### config.mk
export PLATFORM = sky130hd
export DESIGN_NAME = bd4_channel
export DESIGN_NICKNAME = d
export VERILOG_FILES = /design/src/rtl/bd4_pkg.sv /design/src/rtl/bd4_sync.sv /design/src/rtl/bd4_sender.sv /design/src/rtl/bd4_receiver.sv /design/src/rtl/bd4_channel.sv
export SDC_FILE = /design/constraint.sdc
export NUM_CORES = 1
export LEC_CHECK = 0
export BUFFER_PORTS_ARGS = -buffer_cell sky130_fd_sc_hd__buf_2
export CAP_MARGIN = 20
export CORE_AREA = 2 2 59 73
export DETAILED_ROUTE_END_ITERATION = 12
export DIE_AREA = 0 0 61 75
export PLACE_DENSITY = 0.64
export SYNTH_ARGS = -nofsm -noshare
export SYNTH_HDL_FRONTEND = slang
export SYNTH_SLANG_ARGS = --single-unit
export TNS_END_PERCENT = 30
### constraint.sdc
create_clock -name clk -period 2.1 [get_ports clk]
set_clock_uncertainty 0.1 [all_clocks]
set_input_delay 0.315 -clock clk [delete_from_list [all_inputs] [get_ports clk]]
set_output_delay 0.315 -clock clk [all_outputs]
set_load 0.01 [all_outputs]
### src/rtl/bd4_pkg.sv
// Package: shared state encodings for the bundled-data channel controllers.
// Assumes: nothing beyond SystemVerilog enums.
package bd4_pkg;

    typedef enum logic [1:0] {
        SND_IDLE   = 2'd0,
        SND_SETTLE = 2'd1,
        SND_REQ    = 2'd2,
        SND_RTZ    = 2'd3
    } snd_state_t;

    typedef enum logic [1:0] {
        RCV_IDLE = 2'd0,
        RCV_ACK  = 2'd1,
        RCV_HOLD = 2'd2
    } rcv_state_t;

endpackage

### src/rtl/bd4_sync.sv
// Module: multi-flop level synchronizer for a handshake wire.
// Assumes: STAGES >= 2; the input is a level that stays put for longer than STAGES cycles.
module bd4_sync #(
    parameter int STAGES = 2
) (
    input  logic clk,
    input  logic rst_n,
    input  logic d,
    output logic q
);
    localparam int LAST = STAGES - 1;

    logic [LAST:0] chain_q;

    // Shift the level through the flop chain.
    always_ff @(posedge clk) begin
        if (!rst_n) chain_q <= '0;
        else        chain_q <= {chain_q[LAST-1:0], d};
    end

    assign q = chain_q[LAST];

endmodule

### src/rtl/bd4_sender.sv
// Module: sender side of the four-phase channel.
// Loads a word when a ready pulse arrives (or a word is pending). Raises request
// BUNDLE_DLY cycles later, drops it once the synchronized acknowledge reads high,
// and goes back to idle once that acknowledge reads low again.
// Assumes: BUNDLE_DLY >= 1; ack_s is already synchronized to clk.
module bd4_sender
    import bd4_pkg::*;
#(
    parameter int WIDTH      = 8,
    parameter int BUNDLE_DLY = 2
) (
    input  logic             clk,
    input  logic             rst_n,
    input  logic             go,
    input  logic [WIDTH-1:0] word,
    input  logic             ack_s,
    output logic             req,
    output logic [WIDTH-1:0] data,
    output logic             busy
);
    localparam int CW = $clog2(BUNDLE_DLY + 1);
    localparam logic [CW-1:0] CNT_LAST = CW'(BUNDLE_DLY - 1);
    localparam logic [CW-1:0] AGE_SAT  = CW'(BUNDLE_DLY);

    snd_state_t       state_q;
    logic [CW-1:0]    cnt_q;
    logic [WIDTH-1:0] data_q;
    logic             req_q;
    logic             pend_q;
    logic [WIDTH-1:0] pend_word_q;
    logic             start;
    logic             hold_go;

    // A new transfer starts from idle when a word is pending or a pulse arrives.
    assign start   = (state_q == SND_IDLE) && (pend_q || go);
    // A pulse is held if the sender is mid-transfer or already owes a word.
    assign hold_go = go && ((state_q != SND_IDLE) || pend_q);

    // Phase sequencing: settle, request high, wait for return-to-zero.
    always_ff @(posedge clk) begin
        if (!rst_n) begin
            state_q <= SND_IDLE;
            cnt_q   <= '0;
            req_q   <= 1'b0;
        end else begin
            unique case (state_q)
                SND_IDLE: begin
                    if (start) begin
                        cnt_q   <= '0;
                        state_q <= SND_SETTLE;
                    end
                end
                SND_SETTLE: begin
                    if (cnt_q == CNT_LAST) begin
                        req_q   <= 1'b1;
                        state_q <= SND_REQ;
                    end else begin
                        cnt_q <= cnt_q + 1'b1;
                    end
                end
                SND_REQ: begin
                    if (ack_s) begin
                        req_q   <= 1'b0;
                        state_q <= SND_RTZ;
                    end
                end
                SND_RTZ: begin
                    if (!ack_s) state_q <= SND_IDLE;
                end
                default: state_q <= SND_IDLE;
            endcase
        end
    end

    // Data bundle register: loaded only when a transfer starts.
    always_ff @(posedge clk) begin
        if (!rst_n)     data_q <= '0;
        else if (start) data_q <= pend_q ? pend_word_q : word;
    end

    // Pending slot: the latest held word wins; cleared when it is launched.
    always_ff @(posedge clk) begin
        if (!rst_n) begin
            pend_q      <= 1'b0;
            pend_word_q <= '0;
        end else if (hold_go) begin
            pend_q      <= 1'b1;
            pend_word_q <= word;
        end else if (start && pend_q) begin
            pend_q <= 1'b0;
        end
    end

    assign req  = req_q;
    assign data = data_q;
    assign busy = (state_q != SND_IDLE) || pend_q;

    // Checker state: cycles since the data register was last loaded, saturating.
    logic [CW-1:0] age_q;
    always_ff @(posedge clk) begin
        if (!rst_n)              age_q <= AGE_SAT;
        else if (start)          age_q <= '0;
        else if (age_q != AGE_SAT) age_q <= age_q + 1'b1;
    end

    // request rises only once the bundle has aged the full matching delay.
    p_req_after_delay_r2: assert property (@(posedge clk) disable iff (!rst_n)
        $rose(req_q) |-> (age_q == AGE_SAT));

    // bundle is frozen while request stays high.
    p_data_stable_r3: assert property (@(posedge clk) disable iff (!rst_n)
        (req_q && $past(req_q)) |-> $stable(data_q));

    // request is withdrawn only after acknowledge was seen high.
    p_req_fall_on_ack_r5: assert property (@(posedge clk) disable iff (!rst_n)
        $fell(req_q) |-> $past(ack_s));

endmodule

### src/rtl/bd4_receiver.sv
// Module: receiver side of the four-phase channel.
// Captures the bundle when the synchronized request reads high, raises acknowledge
// one cycle later, and drops acknowledge once the synchronized request reads low.
// Assumes: req_s is already synchronized to clk; the bundle is stable while request is high.
module bd4_receiver
    import bd4_pkg::*;
#(
    parameter int WIDTH = 8
) (
    input  logic             clk,
    input  logic             rst_n,
    input  logic             req_s,
    input  logic [WIDTH-1:0] data,
    output logic             ack,
    output logic [WIDTH-1:0] word,
    output logic             strobe
);
    rcv_state_t       state_q;
    logic             ack_q;
    logic             strobe_q;
    logic [WIDTH-1:0] word_q;

    // Handshake sequencing: capture, acknowledge, wait for request to return low.
    always_ff @(posedge clk) begin
        if (!rst_n) begin
            state_q  <= RCV_IDLE;
            ack_q    <= 1'b0;
            strobe_q <= 1'b0;
        end else begin
            strobe_q <= 1'b0;
            unique case (state_q)
                RCV_IDLE: begin
                    if (req_s) begin
                        strobe_q <= 1'b1;
                        state_q  <= RCV_ACK;
                    end
                end
                RCV_ACK: begin
                    ack_q   <= 1'b1;
                    state_q <= RCV_HOLD;
                end
                RCV_HOLD: begin
                    if (!req_s) begin
                        ack_q   <= 1'b0;
                        state_q <= RCV_IDLE;
                    end
                end
                default: state_q <= RCV_IDLE;
            endcase
        end
    end

    // Capture register for the received word.
    always_ff @(posedge clk) begin
        if (!rst_n)                            word_q <= '0;
        else if (state_q == RCV_IDLE && req_s) word_q <= data;
    end

    assign ack    = ack_q;
    assign word   = word_q;
    assign strobe = strobe_q;

    // acknowledge rises only in the cycle right after a capture strobe.
    p_ack_after_capture_r4: assert property (@(posedge clk) disable iff (!rst_n)
        $rose(ack_q) |-> $past(strobe_q));

    // acknowledge is withdrawn only after request was seen low.
    p_ack_fall_on_req_low_r6: assert property (@(posedge clk) disable iff (!rst_n)
        $fell(ack_q) |-> !$past(req_s));

endmodule

### src/rtl/bd4_channel.sv
// Module: four-phase bundled-data channel, sender and receiver joined by the link wires.
// Each handshake wire crosses through a SYNC_STAGES-flop synchronizer on the far side.
// Assumes: single clock in this model; BUNDLE_DLY >= 1; SYNC_STAGES >= 2.
module bd4_channel #(
    parameter int WIDTH       = 8,
    parameter int BUNDLE_DLY  = 2,
    parameter int SYNC_STAGES = 2
) (
    input  logic             clk,
    input  logic             rst_n,
    input  logic             send_go,
    input  logic [WIDTH-1:0] send_word,
    output logic             send_busy,
    output logic [WIDTH-1:0] recv_word,
    output logic             recv_strobe,
    output logic             link_req,
    output logic             link_ack,
    output logic [WIDTH-1:0] link_data
);
    logic req_w;
    logic ack_w;
    logic req_s;
    logic ack_s;
    logic [WIDTH-1:0] data_w;

    bd4_sender #(.WIDTH(WIDTH), .BUNDLE_DLY(BUNDLE_DLY)) u_snd (
        .clk  (clk),
        .rst_n(rst_n),
        .go   (send_go),
        .word (send_word),
        .ack_s(ack_s),
        .req  (req_w),
        .data (data_w),
        .busy (send_busy)
    );

    bd4_sync #(.STAGES(SYNC_STAGES)) u_req_sync (
        .clk(clk), .rst_n(rst_n), .d(req_w), .q(req_s)
    );

    bd4_sync #(.STAGES(SYNC_STAGES)) u_ack_sync (
        .clk(clk), .rst_n(rst_n), .d(ack_w), .q(ack_s)
    );

    bd4_receiver #(.WIDTH(WIDTH)) u_rcv (
        .clk   (clk),
        .rst_n (rst_n),
        .req_s (req_s),
        .data  (data_w),
        .ack   (ack_w),
        .word  (recv_word),
        .strobe(recv_strobe)
    );

    assign link_req  = req_w;
    assign link_ack  = ack_w;
    assign link_data = data_w;

    // a new request never rises while acknowledge is still high.
    p_req_rise_ack_low_r7: assert property (@(posedge clk) disable iff (!rst_n)
        $rose(link_req) |-> !link_ack);

endmodule

# [Word level (Yosys, flattened, before mapping)]
# Index checks and enable logic that the tools add are counted.
[totals] regBits=38 word_cells=65
[op_classes] n_addsub=1 eq_ne=13 n_mux=20 n_reduce_logical=19
[ops] operator="2-bit two-way mux" n=8
[ops] operator="2-bit nonzero test" n=5
[ops] operator="8-bit two-way mux" n=1
[ops] operator="2-bit inequality test (second input constant)" n=4
[ops] operator="2-bit one-hot mux with 4 select lines" n=1
[ops] operator="2-bit by 1-bit equality test with 1-bit output (second input constant)" n=3
[ops] operator="2-bit equality test (second input constant)" n=3
[ops] operator="1-bit two-way mux" n=6
[ops] operator="2-bit by 1-bit inequality test with 1-bit output (second input constant)" n=3
[ops] operator="2-bit one-hot mux with 3 select lines" n=1
[ops] operator="2-bit AND reduction" n=3
[ops] operator="3-bit AND reduction" n=2
[ops] operator="1-bit logical AND" n=4
[ops] operator="2-bit zero test" n=2
[ops] operator="1-bit one-hot mux with 2 select lines" n=2
[ops] operator="2-bit one-hot mux with 2 select lines" n=1
[ops] operator="4-bit AND reduction" n=1
[ops] operator="2-bit by 1-bit adder with 2-bit output (second input constant)" n=1
[ops] operator="1-bit logical OR" n=2

# [Depth between registers and ports, before layout]
[depth] ltp_word=5 depth_mapped=6 mapped_depth_nobuf=5

# [Modules after synthesis]
# From an unflattened synthesis, not the netlist that was laid out.
[hier_totals] hier_cells=178 hier_area_um2=1735.4
[by_module_without_submodules] mod="bd4_sender" instances=1 cells_per_inst=120 area_per_inst_um2=1174.9
[by_module_without_submodules] mod="bd4_receiver" instances=1 cells_per_inst=50 area_per_inst_um2=455.4
[by_module_without_submodules] mod="bd4_sync" instances=2 cells_per_inst=4 area_per_inst_um2=52.6

# [Worst setup path before layout]
# No wires, ideal clock.
[synth_path] kind="register to register" startpoint="reg u_snd.state_q[0]" endpoint="reg u_snd.cnt_q[1]" arrival_time_ns=1.346 path_slack_ns=0.538 path_stages_with_launch=6 period_less_slack_ns=1.562 path_cell_list="dfxtp_1 -> inv_1 -> ha_1 -> or3b_1 -> and2_1 -> a41o_1"
[synth_via] elab_chain_len=4 word_cells_on_any_way=8 classes_between="eq/ne: 3; mux: 1; reduce/logical: 4"
[synth_lines] item="start, declared" line="bd4_sender.sv:25" rtl="snd_state_t state_q;"
[synth_lines] item="start signal, assigned" line="bd4_sender.sv:42" rtl="state_q <= SND_IDLE;"
[synth_lines] item="start signal, assigned" line="bd4_sender.sv:50" rtl="state_q <= SND_SETTLE;"
[synth_lines] item="start signal, assigned" line="bd4_sender.sv:56" rtl="state_q <= SND_REQ;"
[synth_lines] item="2-bit zero test" line="bd4_sender.sv:35, bd4_sender.sv:46"
[synth_lines] item="1-bit logical AND" line="bd4_sender.sv:35" rtl="assign start = (state_q == SND_IDLE) && (pend_q || go);"
[synth_lines] item="2-bit by 1-bit inequality test with 1-bit output (no source line)"
[synth_lines] item="3-bit AND reduction (no source line)"
[synth_lines] item="end signal, assigned" line="bd4_sender.sv:58" rtl="cnt_q <= cnt_q + 1'b1;"
[synth_lines] item="end, declared" line="bd4_sender.sv:26" rtl="logic [CW-1:0] cnt_q;"
# Parallel ways exist; a longest one is shown, timed or not.
# A chain may end at the register's enable or synchronous reset.

# [Worst setup path in the final report]
[layout_path] startpoint="reg u_snd.state_q[0]" endpoint="out send_busy"
[layout_via] elab_chain_len=2
[layout_lines] item="2-bit nonzero test" line="bd4_sender.sv:96" rtl="assign busy = (state_q != SND_IDLE) || pend_q;"
[layout_lines] item="1-bit logical OR" line="bd4_sender.sv:96"
[layout_lines] item="end, declared" line="bd4_channel.sv:13" rtl="output logic send_busy,"
# No other way between the ends.

==> out/results.md <==
| Quantity | This run |
|---|---|
| Pleak | 0.942 nW |
| Final worst path period share | 0.894 |
| Critical path buffers and inverters | 2 |
| Power density of the placed cells | 1200 mW/mm^2 |
| Remaining DRCs | 0 |
| Count of fill cells added during filler insertion | 373 |
| Status | finished, final reports clean |
| Number of global-route vias before repair | 1339 |
| Fraction of registers with async set/reset | 0 |
| Primary FF master, synth | dfxtp_1 |
| Critical path's slowest cell | dfxtp_1 |
| Clock tree root buffer cell | clkbuf_8 |
| CTS tree | yes |
| Die area | 0.00458 sq mm |
| Synth top area cells | dfxtp_1 45%, mux2i_1 11%, o211a_1 5.3%, a21boi_0 4.4%, ha_1 4.4% |
| Routability congestion estimate from global placement | 0.700 |
| Via count | 1291 |
| Number of CTS-inserted buffers | 5 |
| Average instance area after synthesis | 10.1 sq um |
| Setup violation total in the final timing report | 0 |
| TritonCTS Sinks | 38 |
| Area of the multi-input gates | 871 sq um |
| Wire length on met3 | 131 um |
| Kind of critical path | flop to output pin |
| Reg-to-reg critical path startpoint | u_snd.state_q[1] |
| Crit path capture type | output pin |
| H-tree levels | 2 |
| Max_cap viols | 0 |
| Clock transition at the registers of the reported paths | 70 ps |
| Worst-Margin Slew | 464 ps |
| DRC violation total after the first TritonRoute iteration | 48 |
| Highest layer used for signal routing | met4 |
| Per-cell routed wire length | 13.5 um |
| Port bufs | 30 |
| Number of cell rows | 25 |
| Critical-path maximum fanout | 17 |
| Initial cell density of the core | 0.440 |
| Crit start category | flop |
| Slew Viols, Final | 0 |
| Sequential area share after synthesis | 0.449 |
| Number of routed nets with antenna violations | 0 |
| Number of detailed-routing iterations run before antenna repair | 4 |
| Worst hold path startpoint | send_word[2] |
| Biggest cell delay along the critical path | 390 ps |
| I/O pin cnt | 31 |
| Number of enable-type register cells in the synthesized netlist | 0 |
| Worst vdd rail ir drop | 0.000610 V |
| Share of power burned in registers | 0.398 |
| Setup tns final | 0 ps |
| Worst-case register-to-register setup slack | 360 ps |
| Portion of synthesized cell area occupied by the leading cell type | 0.449 |
| RSZ-0062 raised after global routing | no |
| Total Routed Length | 3.40 mm |
| Power spent charging and discharging nets | 797 uW |
| Layout net count | 215 |
| Number of unique standard cell types used by synthesis | 29 |
| Req. time, crit path | 1680 ps |
| Combinational power share | 0.343 |
| Internal Pwr Total | 1.62 mW |
| Core Area | 0.00385 sq mm |
| Die Ht | 75 um |
| Worst-case reg-to-reg path depth | 5 |
| Switching Share | 0.330 |
| Top achievable clock speed | 532 MHz |
| GRT Resource Usage Total | 0.169 |
| Gr ovfl total | 0 |
| Pin count of the biggest net entering global routing | 29 |
| End of the worst register-to-register path | u_snd.state_q[0] |
| Number of antenna violations at the first check in global routing | 0 |
| Highest-count cells in the layout ignoring fill and taps | 38 x dfxtp_1, 30 x buf_2, 18 x mux2i_1 |
| Global-route wire length before repair | 5.73 mm |
| Worst hold slack across all endpoints | 279 ps |
| Wire length the detailed router placed on met1 | 1.47 mm |
| HP Class | input pin to flop |
| Share of cells above drive strength 1 | 0.227 |
| Worst path arrival time | 1460 ps |
| Number of post-CTS setup repair buffers | 0 |
| Kind of cell adding the most delay to the critical path | flip-flops |
| Antenna diode instance count | 0 |
| Final hold viol count | 0 |
| Synthesis Warnings | 0 |
| Clock power share | 0.259 |
| Routed length on met2 | 1.75 mm |
| Clock tree buffer depth | 2 |
| Area overhead of the layout relative to synthesis | 18.6% |
| Dominant cell type by area after synthesis | dfxtp_1 |
| Worst slack at placement | 363 ps |
| Worst setup path endpoint | send_busy |
| Crit path cell chain | inv_1 -> ha_1 -> nand2b_2 -> buf_2 |
| Latest clock arrival within the worst-skew pair | 280 ps |
| Worst slew margin relative to its limit | 0.691 |
| Net count after synthesis | 185 |
| Chip Width | 61 um |
| Via-to-Cell Ratio | 5.12 |
| Area used by sequential logic in the layout | 761 sq um |
| Final critical-path setup slack | 222 ps |
| Most common cell after layout, fill and taps aside | dfxtp_1 |
| Launch point of the worst path | u_snd.state_q[0] |
| Shortest clock period the worst path allows after layout | 1880 ps |
| Synthesized instance count | 168 |
| Hpwl dp | 2.47 mm |
| Number of cells on the critical path | 4 |
| Number of register bits inferred by synthesis | 38 |
| Combined area of all synthesized cells | 0.00169 sq mm |
## repair_timing
item | CTS | global route
hold buffers | 0 | 0
endpoints found under the setup margin | 0 | 1
resized for setup | 0 | 1
## worst min path at each step
| stage | depth (start not counted) | slack, ps | end |
|---|---|---|---|
| floorplan | 1 | 310 | u_ack_sync.chain_q[1] |
| global placement | 1 | 320 | u_ack_sync.chain_q[1] |
| detailed placement | 1 | 320 | u_ack_sync.chain_q[1] |
| CTS | 3 | 280 | u_snd.pend_word_q[2] |
| global route | 3 | 290 | u_snd.pend_word_q[2] |
| finish | 3 | 280 | u_snd.pend_word_q[2] |
## flip-flops by register name, indices dropped and copies added (netlist names)
name,flops
u_ack_sync.chain_q,2
u_rcv.ack,1
u_snd.req,1
u_rcv.strobe,1
u_rcv.word,8
u_rcv.state_q,2
u_snd.data,8
u_snd.state_q,2
u_snd.cnt_q,2
u_snd.pend_word_q,8
u_snd.pend_q,1
u_req_sync.chain_q,2
## power groups by stage
stage                     registers, mW  clock network (mW)  logic [mW]
after floorplan                   0.981                   0       0.599
after global placement            0.968                   0       0.783
after detailed placement          0.977                   0       0.825
after CTS                         0.962               0.643       0.831
after global routing              0.978               0.671       0.929
final                             0.962               0.625       0.827
## synth_stat cells, types with 5 or more instances
library cell / number
inv_1: 6
nor2b_1: 10
o21a_1: 8
o211a_1: 9
nand2_1: 15
and3_1: 8
dfxtp_1: 38
a21boi_0: 10
clkbuf_1: 5
mux2i_1: 18
ha_1: 6
and2_1: 8
## per-layer routing
| metal | up-vias | global-route usage |
|---|---|---|
| met4 | 0 | 0.0580 |
| met5 | - | 0 |
| li1 | 639 | - |
| met3 | 5 | 0.0498 |
| met2 | 24 | 0.308 |
| met1 | 623 | 0.184 |
## worst min-delay path, delay by kind of cell
kind                   cells  cell delay, ps
and+or+nand+nor            1             130
AOI/OAI and AO/OA          1             110
buffers and inverters      1              80
## stage by stage
| step | total power [mW] | cell area [sq um] | utilization | instances |
|---|---|---|---|---|
| 4_1_cts | 2.44 | 2000 | 0.521 | 252 |
| 3_5_place_dp | 1.80 | 1890 | 0.492 | 245 |
| 3_3_place_gp | 1.75 | 1890 | 0.492 | 245 |
| 6_report | 2.41 | 2010 | 0.522 | 252 |
| 2_1_floorplan | 1.58 | 1690 | - | 168 |
| 5_1_grt | 2.58 | 2010 | 0.522 | 252 |
## area by class of cell
| class | count | share of cell area |
|---|---|---|
| repair buffers | 33 | 0.0860 |
| clock buffers | 6 | 0.0411 |
| clock inverters | 1 | 0.0150 |
| well taps | 54 | 0.0337 |
| multi-input cells | 114 | 0.434 |
| inverters | 6 | 0.0112 |
| flip-flops and latches | 38 | 0.379 |
## kinds of logic (layout without fill, tap and decap cells)
group	count (synthesis)	in the layout	share of synthesized area
compound gates	38	38	0.186
fa+ha+maj	6	6	0.0443
buf+inv	16	46	0.0407
flops	38	38	0.449
mux	18	18	0.106
simple gates	52	52	0.174
(Power assumes the default switching activity.)
